==> src/rtl/rstc_pkg.sv <==
package rstc_pkg;

  typedef enum logic [2:0] {
    ST_PIN     = 3'd0,
    ST_WAITHI  = 3'd1,
    ST_START   = 3'd2,
    ST_USERLOW = 3'd3,
    ST_RUN     = 3'd4
  } seqState_e;

  localparam logic [2:0] CAUSE_GEN  = 3'd0;
  localparam logic [2:0] CAUSE_BKUP = 3'd1;
  localparam logic [2:0] CAUSE_USER = 3'd4;

  // Strobes from the sequencer to the datapath
  typedef struct packed {
    logic       loadStretch;
    logic       loadStartup;
    logic       decCount;
    logic       latchCause;
    logic [2:0] causeCode;
  } ctlStrobe_t;

endpackage

==> src/rtl/rstc_datapath.sv <==
module rstc_datapath
  import rstc_pkg::*;
#(
  parameter int LEN_W       = 4,
  parameter int SYNC_STAGES = 2,
  parameter int STARTUP_CYC = 3,
  parameter int DATA_W      = 32
) (
  input  logic              clk,
  input  logic              genRstN,
  input  logic              pinIn,
  input  ctlStrobe_t        ctl,
  input  logic              regWe,
  input  logic              regRe,
  input  logic              regAddr,
  input  logic [DATA_W-1:0] regWdata,
  output logic [DATA_W-1:0] regRdata,
  output logic              pinSync,
  output logic              userEn,
  output logic              cntZero,
  output logic [2:0]        causeOut
);

  localparam int CNT_W          = (1 << LEN_W) + 1;
  localparam int SH_W           = LEN_W + 1;
  localparam int MODE_EN_BIT    = 0;
  localparam int MODE_LEN_LSB   = 4;
  localparam int STS_STICKY_BIT = 8;
  localparam int STS_PIN_BIT    = 16;
  localparam logic [CNT_W-1:0] START_LOAD = CNT_W'(STARTUP_CYC - 1);

  logic [SYNC_STAGES-1:0] syncQ;
  logic                   userEnQ;
  logic [LEN_W-1:0]       extLenQ;
  logic [CNT_W-1:0]       cntQ;
  logic [CNT_W-1:0]       stretchVal;
  logic [SH_W-1:0]        shAmt;
  logic [2:0]             causeQ;
  logic                   stickyQ;
  logic                   statusRead;
  logic                   unusedWdata;

  // Pin synchronizer
  always_ff @(posedge clk or negedge genRstN) begin
    if (!genRstN) syncQ <= '0;
    else          syncQ <= {syncQ[SYNC_STAGES-2:0], pinIn};
  end
  assign pinSync = syncQ[SYNC_STAGES-1];

  // Mode register
  always_ff @(posedge clk or negedge genRstN) begin
    if (!genRstN) begin
      userEnQ <= 1'b0;
      extLenQ <= '0;
    end else if (regWe && !regAddr) begin
      userEnQ <= regWdata[MODE_EN_BIT];
      extLenQ <= regWdata[MODE_LEN_LSB +: LEN_W];
    end
  end
  assign userEn = userEnQ;

  // Shared down counter: pin stretch and processor startup
  assign shAmt      = SH_W'(extLenQ) + SH_W'(1);
  assign stretchVal = (CNT_W'(1) << shAmt) - CNT_W'(1);

  always_ff @(posedge clk or negedge genRstN) begin
    if (!genRstN)             cntQ <= CNT_W'(1);
    else if (ctl.loadStretch) cntQ <= stretchVal;
    else if (ctl.loadStartup) cntQ <= START_LOAD;
    else if (ctl.decCount)    cntQ <= cntQ - CNT_W'(1);
  end
  assign cntZero = (cntQ == '0);

  // Cause code and sticky user flag
  assign statusRead = regRe && regAddr;

  always_ff @(posedge clk or negedge genRstN) begin
    if (!genRstN) begin
      causeQ  <= CAUSE_GEN;
      stickyQ <= 1'b0;
    end else begin
      if (ctl.latchCause) causeQ <= ctl.causeCode;
      if (ctl.latchCause && ctl.causeCode == CAUSE_USER) stickyQ <= 1'b1;
      else if (statusRead)                               stickyQ <= 1'b0;
    end
  end
  assign causeOut = causeQ;

  // Read mux
  always_comb begin
    regRdata = '0;
    if (!regAddr) begin
      regRdata[MODE_EN_BIT]                = userEnQ;
      regRdata[MODE_LEN_LSB +: LEN_W]      = extLenQ;
    end else begin
      regRdata[2:0]            = causeQ;
      regRdata[STS_STICKY_BIT] = stickyQ;
      regRdata[STS_PIN_BIT]    = pinSync;
    end
  end

  assign unusedWdata = ^{regWdata[DATA_W-1:MODE_LEN_LSB+LEN_W],
                         regWdata[MODE_LEN_LSB-1:MODE_EN_BIT+1]};

endmodule

==> src/rtl/rstc_control.sv <==
module rstc_control
  import rstc_pkg::*;
(
  input  logic       clk,
  input  logic       genRstN,
  input  logic       bkupRst,
  input  logic       pinSync,
  input  logic       userEn,
  input  logic       cntZero,
  output ctlStrobe_t ctl,
  output logic       procRstN,
  output logic       periphRstN,
  output logic       pinDriveN
);

  seqState_e stateQ, stateNext;
  logic [2:0] pendQ, pendNext;
  logic       pinBusy;
  logic       bkupTake;
  logic       userTake;

  // Own-drive mask: pin is ours while stretching or waiting for it to settle
  assign pinBusy  = (stateQ == ST_PIN) || (stateQ == ST_WAITHI);
  assign bkupTake = bkupRst && ((stateQ == ST_RUN) || (pendQ == CAUSE_USER));
  assign userTake = (stateQ == ST_RUN) && userEn && !pinSync && !pinBusy;

  always_comb begin
    stateNext     = stateQ;
    pendNext      = pendQ;
    ctl           = '0;
    ctl.causeCode = pendQ;
    if (bkupTake) begin
      stateNext       = ST_PIN;
      pendNext        = CAUSE_BKUP;
      ctl.loadStretch = 1'b1;
    end else begin
      unique case (stateQ)
        ST_PIN: begin
          if (cntZero) stateNext = ST_WAITHI;
          else         ctl.decCount = 1'b1;
        end
        ST_WAITHI, ST_USERLOW: begin
          if (pinSync) begin
            stateNext       = ST_START;
            ctl.loadStartup = 1'b1;
          end
        end
        ST_START: begin
          if (cntZero) begin
            stateNext      = ST_RUN;
            ctl.latchCause = 1'b1;
          end else begin
            ctl.decCount = 1'b1;
          end
        end
        ST_RUN: begin
          if (userTake) begin
            stateNext = ST_USERLOW;
            pendNext  = CAUSE_USER;
          end
        end
        default: stateNext = ST_PIN;
      endcase
    end
  end

  always_ff @(posedge clk or negedge genRstN) begin
    if (!genRstN) begin
      stateQ <= ST_PIN;
      pendQ  <= CAUSE_GEN;
    end else begin
      stateQ <= stateNext;
      pendQ  <= pendNext;
    end
  end

  assign procRstN   = (stateQ == ST_RUN);
  assign periphRstN = (stateQ == ST_RUN);
  assign pinDriveN  = (stateQ != ST_PIN);

endmodule

==> src/rtl/reset_cause_ctrl.sv <==
module reset_cause_ctrl
  import rstc_pkg::*;
#(
  parameter int LEN_W       = 4,
  parameter int SYNC_STAGES = 2,
  parameter int STARTUP_CYC = 3,
  parameter int DATA_W      = 32
) (
  input  logic              clk,
  input  logic              genRstN,
  input  logic              bkupRst,
  input  logic              pinIn,
  output logic              pinDriveN,
  output logic              procRstN,
  output logic              periphRstN,
  input  logic              regWe,
  input  logic              regRe,
  input  logic              regAddr,
  input  logic [DATA_W-1:0] regWdata,
  output logic [DATA_W-1:0] regRdata
);

  ctlStrobe_t ctl;
  logic       pinSyncW;
  logic       userEnW;
  logic       cntZeroW;
  logic [2:0] causeW;

  rstc_control u_ctl (
    .clk        (clk),
    .genRstN    (genRstN),
    .bkupRst    (bkupRst),
    .pinSync    (pinSyncW),
    .userEn     (userEnW),
    .cntZero    (cntZeroW),
    .ctl        (ctl),
    .procRstN   (procRstN),
    .periphRstN (periphRstN),
    .pinDriveN  (pinDriveN)
  );

  rstc_datapath #(
    .LEN_W       (LEN_W),
    .SYNC_STAGES (SYNC_STAGES),
    .STARTUP_CYC (STARTUP_CYC),
    .DATA_W      (DATA_W)
  ) u_dp (
    .clk      (clk),
    .genRstN  (genRstN),
    .pinIn    (pinIn),
    .ctl      (ctl),
    .regWe    (regWe),
    .regRe    (regRe),
    .regAddr  (regAddr),
    .regWdata (regWdata),
    .regRdata (regRdata),
    .pinSync  (pinSyncW),
    .userEn   (userEnW),
    .cntZero  (cntZeroW),
    .causeOut (causeW)
  );

endmodule

==> config.mk <==
export PLATFORM = sky130hd
export DESIGN_NAME = reset_cause_ctrl
export DESIGN_NICKNAME = d
export VERILOG_FILES = /design/src/rtl/rstc_pkg.sv /design/src/rtl/rstc_datapath.sv /design/src/rtl/rstc_control.sv /design/src/rtl/reset_cause_ctrl.sv
export SDC_FILE = /design/constraint.sdc
export NUM_CORES = 1
export LEC_CHECK = 0
export ABC_AREA = 1
export BUFFER_PORTS_ARGS = -buffer_cell sky130_fd_sc_hd__buf_2
export CORE_AREA = 8 8 97 107
export CTS_BUF_LIST = sky130_fd_sc_hd__clkbuf_8
export DETAILED_ROUTE_END_ITERATION = 6
export DIE_AREA = 0 0 105 115
export GPL_ROUTABILITY_DRIVEN = 0
export SYNTH_ARGS = -nofsm -noshare
export SYNTH_HDL_FRONTEND = slang
export SYNTH_SLANG_ARGS = --single-unit
==> constraint.sdc <==
create_clock -name clk -period 2.1 [get_ports clk]
set_input_delay 0.105 -clock clk [delete_from_list [all_inputs] [get_ports clk]]
set_output_delay 0.105 -clock clk [all_outputs]
set_load 0.02 [all_outputs]
==> impl_metrics.py, run 1 <==
metrics = {
    "floorplan": {
        "core_um2": 8650,
        "initial_core_util_pct": 28.9,
        "dieArea_um2": 12100,
        "ioPinCount": 74,
        "fp.dieH_um": 115,
        "die_x_um": 105,
        "rows": 36,
    },
    "synthesis": {
        "ys_seq_area_share_pct": 32.1,
        "synth_area_leaders": "dfrtp_1, nand2_1, nand3_1, buf_4, inv_1",
        "syn-cell-area_um2": 2500,
        "synth_cell_types": 28,
        "yosys.area.top_type": "dfrtp_1",
        "synth.avg_cell_area_um2": 6.55,
        "synth_top_area_share_pct": 31.0,
        "syn_inst": 382,
        "synth_seq_cells": 32,
        "yosysWarnings": 0,
    },
    "route": {
        "drtIter0Drc": 99,
        "postRouteAntennaNets": 0,
        "viasPerCell": 4.39,
        "wl_per_cell_um": 11.2,
        "dr.pass1.iters": 5,
        "vias": 2296,
        "drc_errors": 0,
        "routed_wirelength_um": 5880,
    },
    "sta": {
        "final-hold-violation-count": 0,
        "fmax_mhz": 565,
        "finalSetupTns_ns": 0,
        "skew_ns": 0.00483,
        "setup_violations": 0,
        "final.min_clock_period_ns": 1.77,
        "worst_pin_slew_ns": 0.736,
        "rsz0062_at_grt": "false",
        "drv_slew": 0,
        "finalCritPeriodShare_pct": 84.3,
        "relSlewSlack_pct": 51.0,
    },
    "grt": {
        "grt_pass1_wl_um": 10200,
        "grt_pass1_vias": 2305,
        "gr-total-overflow": 0,
        "grtUsageTotal_pct": 10.2,
        "grt_start_max_net_pins": 33,
        "antenna_found_initial": 0,
    },
    "outcome": {
        "status": "complete, no violations",
    },
    "layout": {
        "drive_gt1_share_pct": 12.5,
        "seq_area_um2": 802,
        "antenna_cells": 0,
        "nFillCells": 957,
        "syn_to_final_growth_pct": 10.2,
        "fin_nets": 449,
        "multiInputGateArea_um2": 1380,
        "final_cell_area_um2": 2760,
    },
    "clock_tree": {
        "cts_tree": "yes",
        "clkLatencyLatePin_ns": 0.28,
        "cts_setup_buffers": 0,
        "clockBufferDepth": 2,
        "ctsRootBufferMaster": "clkbuf_8",
        "cts.clk_slew.worst_paths_ns": 0.07,
        "htreeDepth": 2,
        "tritoncts_num_sinks": 32,
        "numCtsBuffers": 5,
    },
    "worst_setup_path": {
        "end_kind": "flip-flop",
        "criticalPathCategory": "reg -> reg",
        "cp.required_ns": 2.33,
        "path_max_fanout": 17,
        "cp.arrival_ns": 2.00,
        "start_kind": "flip-flop",
    },
    "power_and_ir_drop": {
        "p_leak_uw": 0.00154,
        "p_per_area_nw_per_um2": 1280,
        "ir_drop_mv": 0.565,
    },
    "place": {
        "place_area_um2": 2630,
        "dp_hpwl_um": 4540,
        "io_buffers": 22,
    },
    "min_path": {
        "hold_class": "in -> reg",
    },
    "flow_run": {
        "maxCapViolCount": 0,
    },
}
layout by cell type, fill, tap and decap left out:
| cell type | count |
|---|---|
| nor2_4 | 2 |
| o21ai_0 | 16 |
| a21oi_1 | 7 |
| bufinv_16 | 1 |
| nor3_1 | 5 |
| nand2_4 | 1 |
| nand3_1 | 45 |
| nand3_4 | 2 |
| xor2_1 | 4 |
| inv_1 | 44 |
| dlygate4sd3_1 | 2 |
| clkinv_2 | 1 |
| nor2_2 | 4 |
| nand4_1 | 3 |
| dfstp_2 | 1 |
| o22ai_1 | 1 |
| ha_1 | 2 |
| nand2_1 | 126 |
| nor2_1 | 42 |
| nand2_2 | 5 |
| a21oi_4 | 2 |
| conb_1 | 25 |
| nand3_2 | 1 |
| buf_4 | 4 |
| clkbuf_8 | 5 |
| xnor2_1 | 2 |
| o21bai_1 | 2 |
| a21boi_0 | 1 |
| dfrtp_1 | 31 |
| buf_2 | 22 |
kinds of logic (layout without fill, tap and decap cells):
family                     after synthesis  after routing  share of synthesized area [%]
other                                    2             25                          0.300
xor gates and xnor gates                 6              6                           2.10
buffers and inverters                   75             79                           16.1
DFF                                     32             32                           32.1
adders and majority gates                2              2                           1.00
AOI/OAI and AO/OA                       29             29                           7.05
and+or+nand+nor                        236            236                           41.4
report_power, final:
| group | switching, µW | internal [µW] |
|---|---|---|
| combinational | 1290 | 626 |
| sequential | 197 | 823 |
| clock | 231 | 347 |
worst max-delay path, stage by stage (launching register included):
cell	delay, ns
dfstp_2	0.54
inv_1	0.07
ha_1	0.23
nand2_2	0.12
nor2_4	0.06
nand3_4	0.11
nand3_4	0.17
nand2_4	0.24
nand2_1	0.10
nand2_1	0.06
final timing paths:
path	from	end	slack [ns]	depth (start not counted)
setup / recovery	u_dp.cntQ[0]$_DFFE_PN1P_	u_dp.cntQ[12]$_DFFE_PN0P_	0.33	9
hold / removal	regWdata[7]	u_dp.extLenQ[3]$_DFFE_PN0P_	0.07	3
setup reg to reg	u_dp.cntQ[0]$_DFFE_PN1P_	u_dp.cntQ[12]$_DFFE_PN0P_	0.33	9
hold reg to reg	u_dp.syncQ[0]$_DFF_PN0_	u_dp.syncQ[1]$_DFF_PN0_	0.35	0
max in group asynchronous	genRstN	u_dp.extLenQ[1]$_DFFE_PN0P_	1.19	2
min in group asynchronous	genRstN	u_dp.cntQ[8]$_DFFE_PN0P_	0.43	2
cell usage after synthesis:
cell,instances
nor2_2,4
dfrtp_1,31
o21ai_0,16
nand2_1,126
buf_6,2
nand4_1,3
nor3_1,5
xor2_1,4
dfstp_2,1
inv_1,43
buf_4,28
a21oi_4,2
xnor2_1,2
a21oi_1,7
nand3_1,45
o22ai_1,1
nand2_2,5
a21boi_0,1
nor2_4,2
clkbuf_1,1
buf_2,1
nand3_2,1
nor2_1,42
nand3_4,2
conb_1,2
o21bai_1,2
nand2_4,1
ha_1,2
flip-flops by register name (all words and copies together), names as in the netlist:
| register | cells |
|---|---|
| u_dp.cntQ | 17 |
| u_dp.extLenQ | 4 |
| u_ctl.stateQ | 3 |
| u_ctl.pendQ | 2 |
| u_dp.causeOut | 2 |
| u_dp.syncQ | 2 |
| u_dp.stickyQ | 1 |
| u_dp.userEn | 1 |
through the flow:
stage	util, %	total power [µW]	setup WS, ns	hold slack, ns	cells
floorplan	-	2600	0.488	-0.191	405
finish	31.9	3520	0.329	0.0692	523
detailed placement	30.4	2960	0.336	0.216	513
CTS	31.9	3560	0.319	0.0596	523
global route	31.9	3890	0.165	0.0800	523
global placement	30.4	2920	0.348	0.215	513
layout make-up:
| class | count | area share, % |
|---|---|---|
| Inverter | 43 | 5.86 |
| Sequential cell | 32 | 29.1 |
| Multi-Input combinational cell | 298 | 50.2 |
| Tap cell | 114 | 5.17 |
| Timing Repair Buffer | 28 | 5.81 |
| Clock buffer | 5 | 2.50 |
| Clock inverter | 3 | 1.41 |
per-layer routing:
metal | global-route usage, % | wire [µm] | vias to the layer above
li1 | - | - | 1198
met1 | 11.4 | 2620 | 1041
met2 | 18.8 | 2930 | 50
met3 | 2.24 | 250 | 7
met4 | 3.43 | 80 | 0
met5 | 0 | 0 | -
what timing repair did:
action / CTS / global route
hold buffers: 2 / 0
endpoints found under the hold margin: 32 / 0
resized for setup: 0 / 0
No activity file was read; power rests on OpenSTA's default activity.
==> run 2: changes to the inputs <==
ABC_AREA = 0   (was 1)
CORE_AREA = 8 8 91 101   (was 8 8 97 107)
DIE_AREA = 0 0 99 109   (was 0 0 105 115)
clock period = 1.7 ns   (was 2.1 ns; I/O delays follow)
==> run 2 against run 1 <==
Against the previous run:
- the run now ends with negative setup slack left
- critical path depth is 1 lower
- clock power grew 27%
- synthesized cell count shrank 36%
- synthesized area fell by 13%
- critical path type unchanged
- largest power group unchanged
- highest routed layer unchanged
==> impl_metrics.py, run 2 <==
metrics = {
    "outcome": {
        "status": "complete, but fails checks",
        "violations": "negative setup slack",
    },
    "synthesis": {
        "syn_inst": 244,
        "synth_edf_count": 0,
        "synth_seq_cells": 32,
        "synth_area_leaders": "dfrtp_1, buf_4, nand2_1, mux2_2, a21oi_1",
        "synth_top_area_share_pct": 35.6,
        "syn-cell-area_um2": 2180,
        "ys_seq_area_share_pct": 36.8,
        "synth_ff_type": "dfrtp_1",
        "yosys.area.top_type": "dfrtp_1",
        "yosysWarnings": 0,
        "async_flop_share_pct": 100,
        "synth.avg_cell_area_um2": 8.94,
        "synth_cell_types": 56,
        "synth_most_common_cell": "dfrtp_1",
        "synthTopCellsByCount": "dfrtp_1, buf_4, nand2_1",
    },
    "sta": {
        "worst_pin_slew_ns": 0.744,
        "final.min_clock_period_ns": 2.12,
        "holdWs_ns": 0.0200,
        "finalCritPeriodShare_pct": 125,
        "final-hold-violation-count": 0,
        "skew_ns": 0.00419,
        "fmax_mhz": 472,
        "rsz0062_at_grt": "true",
        "finalSetupTns_ns": -7.12,
        "setup_violations": 23,
        "relSlewSlack_pct": 50.4,
        "setup_ws_ns": -0.419,
        "drv_slew": 0,
    },
    "route": {
        "dr.pass1.iters": 5,
        "top_layer_used": "met4",
        "viasPerCell": 5.04,
        "wl_met2_um": 3230,
        "drc_errors": 0,
        "vias": 2106,
        "drtIter0Drc": 116,
        "wl_per_cell_um": 15.5,
        "routed_wirelength_um": 6500,
        "wl_met3_um": 395,
        "wl_met1_um": 2760,
        "postRouteAntennaNets": 0,
    },
    "worst_setup_path": {
        "cp_slowest_cell": "dfstp_2",
        "rr_worst_depth": 8,
        "worst_r2r_startpoint": "u_dp.cntQ[0]$_DFFE_PN1P_",
        "crit_buf_inv": 2,
        "cp_cell_sequence": "inv_2, ha_2, or3b_4, nor4_4, buf_4, a21oi_4, a21oi_2, or3_1",
        "path_max_fanout": 7,
        "end_kind": "flip-flop",
        "crit_family": "simple AND/OR/NAND/NOR gates",
        "reg2reg_to": "u_dp.cntQ[3]$_DFFE_PN0P_",
        "slowest_delay_ns": 0.56,
        "criticalPathCategory": "reg -> reg",
        "cp.required_ns": 1.87,
        "start_kind": "flip-flop",
        "cp.arrival_ns": 2.29,
        "r2r_slack_ns": -0.42,
    },
    "grt": {
        "grt_pass1_vias": 2037,
        "antenna_found_initial": 0,
        "grt_start_max_net_pins": 33,
        "grt_pass1_wl_um": 9960,
        "gr-total-overflow": 0,
        "grtUsageTotal_pct": 11.5,
    },
    "clock_tree": {
        "ctsRootBufferMaster": "clkbuf_8",
        "clockBufferDepth": 2,
        "cts_tree": "yes",
        "clkLatencyLatePin_ns": 0.29,
        "numCtsBuffers": 5,
        "htreeDepth": 2,
        "tritoncts_num_sinks": 32,
        "cts.clk_slew.worst_paths_ns": 0.07,
    },
    "power_and_ir_drop": {
        "ir_drop_mv": 0.648,
        "p_leak_uw": 0.00140,
        "p_per_area_nw_per_um2": 1650,
    },
    "layout": {
        "most-common-layout-cells": "buf_4, dfrtp_1, conb_1",
        "nFillCells": 724,
        "fin_nets": 368,
        "multiInputGateArea_um2": 1390,
        "stdcell_count": 418,
        "drive_gt1_share_pct": 42.7,
        "largest_reg_flops": 17,
        "layout_commonest_cell": "buf_4",
        "seq_area_um2": 803,
        "top_regs": "u_dp.cntQ: 17 flops, u_dp.extLenQ: 4 flops, u_ctl.stateQ: 3 flops",
        "top_register": "u_dp.cntQ",
        "antenna_cells": 0,
        "syn_to_final_growth_pct": 42.6,
    },
    "min_path": {
        "min_from": "regWdata[4]",
        "min_to": "u_dp.extLenQ[0]$_DFFE_PN0P_",
        "min_delay_path_depth": 2,
        "hold_class": "in -> reg",
    },
    "floorplan": {
        "initial_core_util_pct": 28.6,
        "die_x_um": 99,
        "rows": 34,
        "fp.dieH_um": 109,
        "ioPinCount": 74,
        "core_um2": 7610,
        "dieArea_um2": 10800,
    },
    "place": {
        "io_buffers": 22,
        "placedCellCount": 396,
        "dp_hpwl_um": 4570,
    },
    "flow_run": {
        "maxCapViolCount": 0,
    },
}
[run 2: cell count changes after synthesis, moves of 5 or more]
cell and change:
a21oi_1 +6, nor2b_1 +7, clkbuf_1 +9, nand3_1 -41, inv_1 -38, nand2_1 -108
nand2_2 -5, mux2_2 +6, nor2_1 -28, o22ai_1 +6
[run 2: worst max path at each step]
stage | start | end | depth (start not counted) | slack [ns]
after detailed placement | u_dp.cntQ[1]$_DFFE_PN0P_ | u_dp.cntQ[6]$_DFFE_PN0P_ | 7 | -0.46
after global routing | u_dp.cntQ[1]$_DFFE_PN0P_ | u_dp.cntQ[7]$_DFFE_PN0P_ | 9 | -0.46
after CTS | u_dp.cntQ[1]$_DFFE_PN0P_ | u_dp.cntQ[3]$_DFFE_PN0P_ | 7 | -0.42
final | u_dp.cntQ[0]$_DFFE_PN1P_ | u_dp.cntQ[3]$_DFFE_PN0P_ | 8 | -0.42
after floorplan | u_dp.cntQ[5]$_DFFE_PN0P_ | u_dp.cntQ[3]$_DFFE_PN0P_ | 6 | -0.37
after global placement | u_dp.cntQ[1]$_DFFE_PN0P_ | u_dp.causeOut[0]$_DFFE_PN0P_ | 6 | -0.44
[run 2: metrics by stage]
| stage | utilization, % | worst slack (ns) | power (µW) | instance area, µm² |
|---|---|---|---|---|
| after floorplan | - | -0.368 | 2650 | 2290 |
| after global placement | 35.2 | -0.438 | 3610 | 2680 |
| after detailed placement | 35.2 | -0.462 | 3620 | 2680 |
| after CTS | 39.1 | -0.422 | 4760 | 2980 |
| after global routing | 40.8 | -0.459 | 5410 | 3110 |
| final | 40.8 | -0.419 | 5140 | 3110 |
[run 2: power by group]
group          switching (µW)  internal [µW]
clock network             302            433
logic                    1610           1610
registers                 172           1010
total                    2080           3060
[run 2: logic make-up (layout without fill, tap and decap cells)]
logic type               after synthesis  in the layout  synth area share, %
AND/OR/NAND/NOR                       91             91                 25.4
AO/OA/AOI/OAI                         62             62                 18.9
other                                  2             25                0.344
XOR/XNOR                               5              5                 2.01
flip-flops                            32             32                 36.8
adder cells (fa/ha/maj)                2              2                 1.15
multiplexers                           7              7                 3.56
buffers and inverters                 43            104                 11.9
[run 2: repair_timing]
item                                    in CTS  in global routing
hold buffers                                 3                  0
gates resized for setup                     27                 19
hold endpoints to repair                    33                  0
setup buffers                                7                  5
endpoints found under the setup margin      23                 23
pin swaps                                   19                 14
cloned                                       0                  0
[run 2: routing by layer]
| metal | up-vias | track usage (%) |
|---|---|---|
| met2 | 78 | 19.6 |
| met5 | - | 0 |
| met1 | 1011 | 13.1 |
| li1 | 1007 | - |
| met3 | 10 | 2.68 |
| met4 | 0 | 6.04 |
[run 2: area by class of cell]
cell class | count | share of cell area (%)
Multi-Input combinational cell | 192 | 44.7
Sequential cell | 32 | 25.8
Timing Repair Buffer | 91 | 21.7
Tap cell | 90 | 3.62
Clock buffer | 5 | 2.21
Clock inverter | 3 | 1.37
Inverter | 5 | 0.603
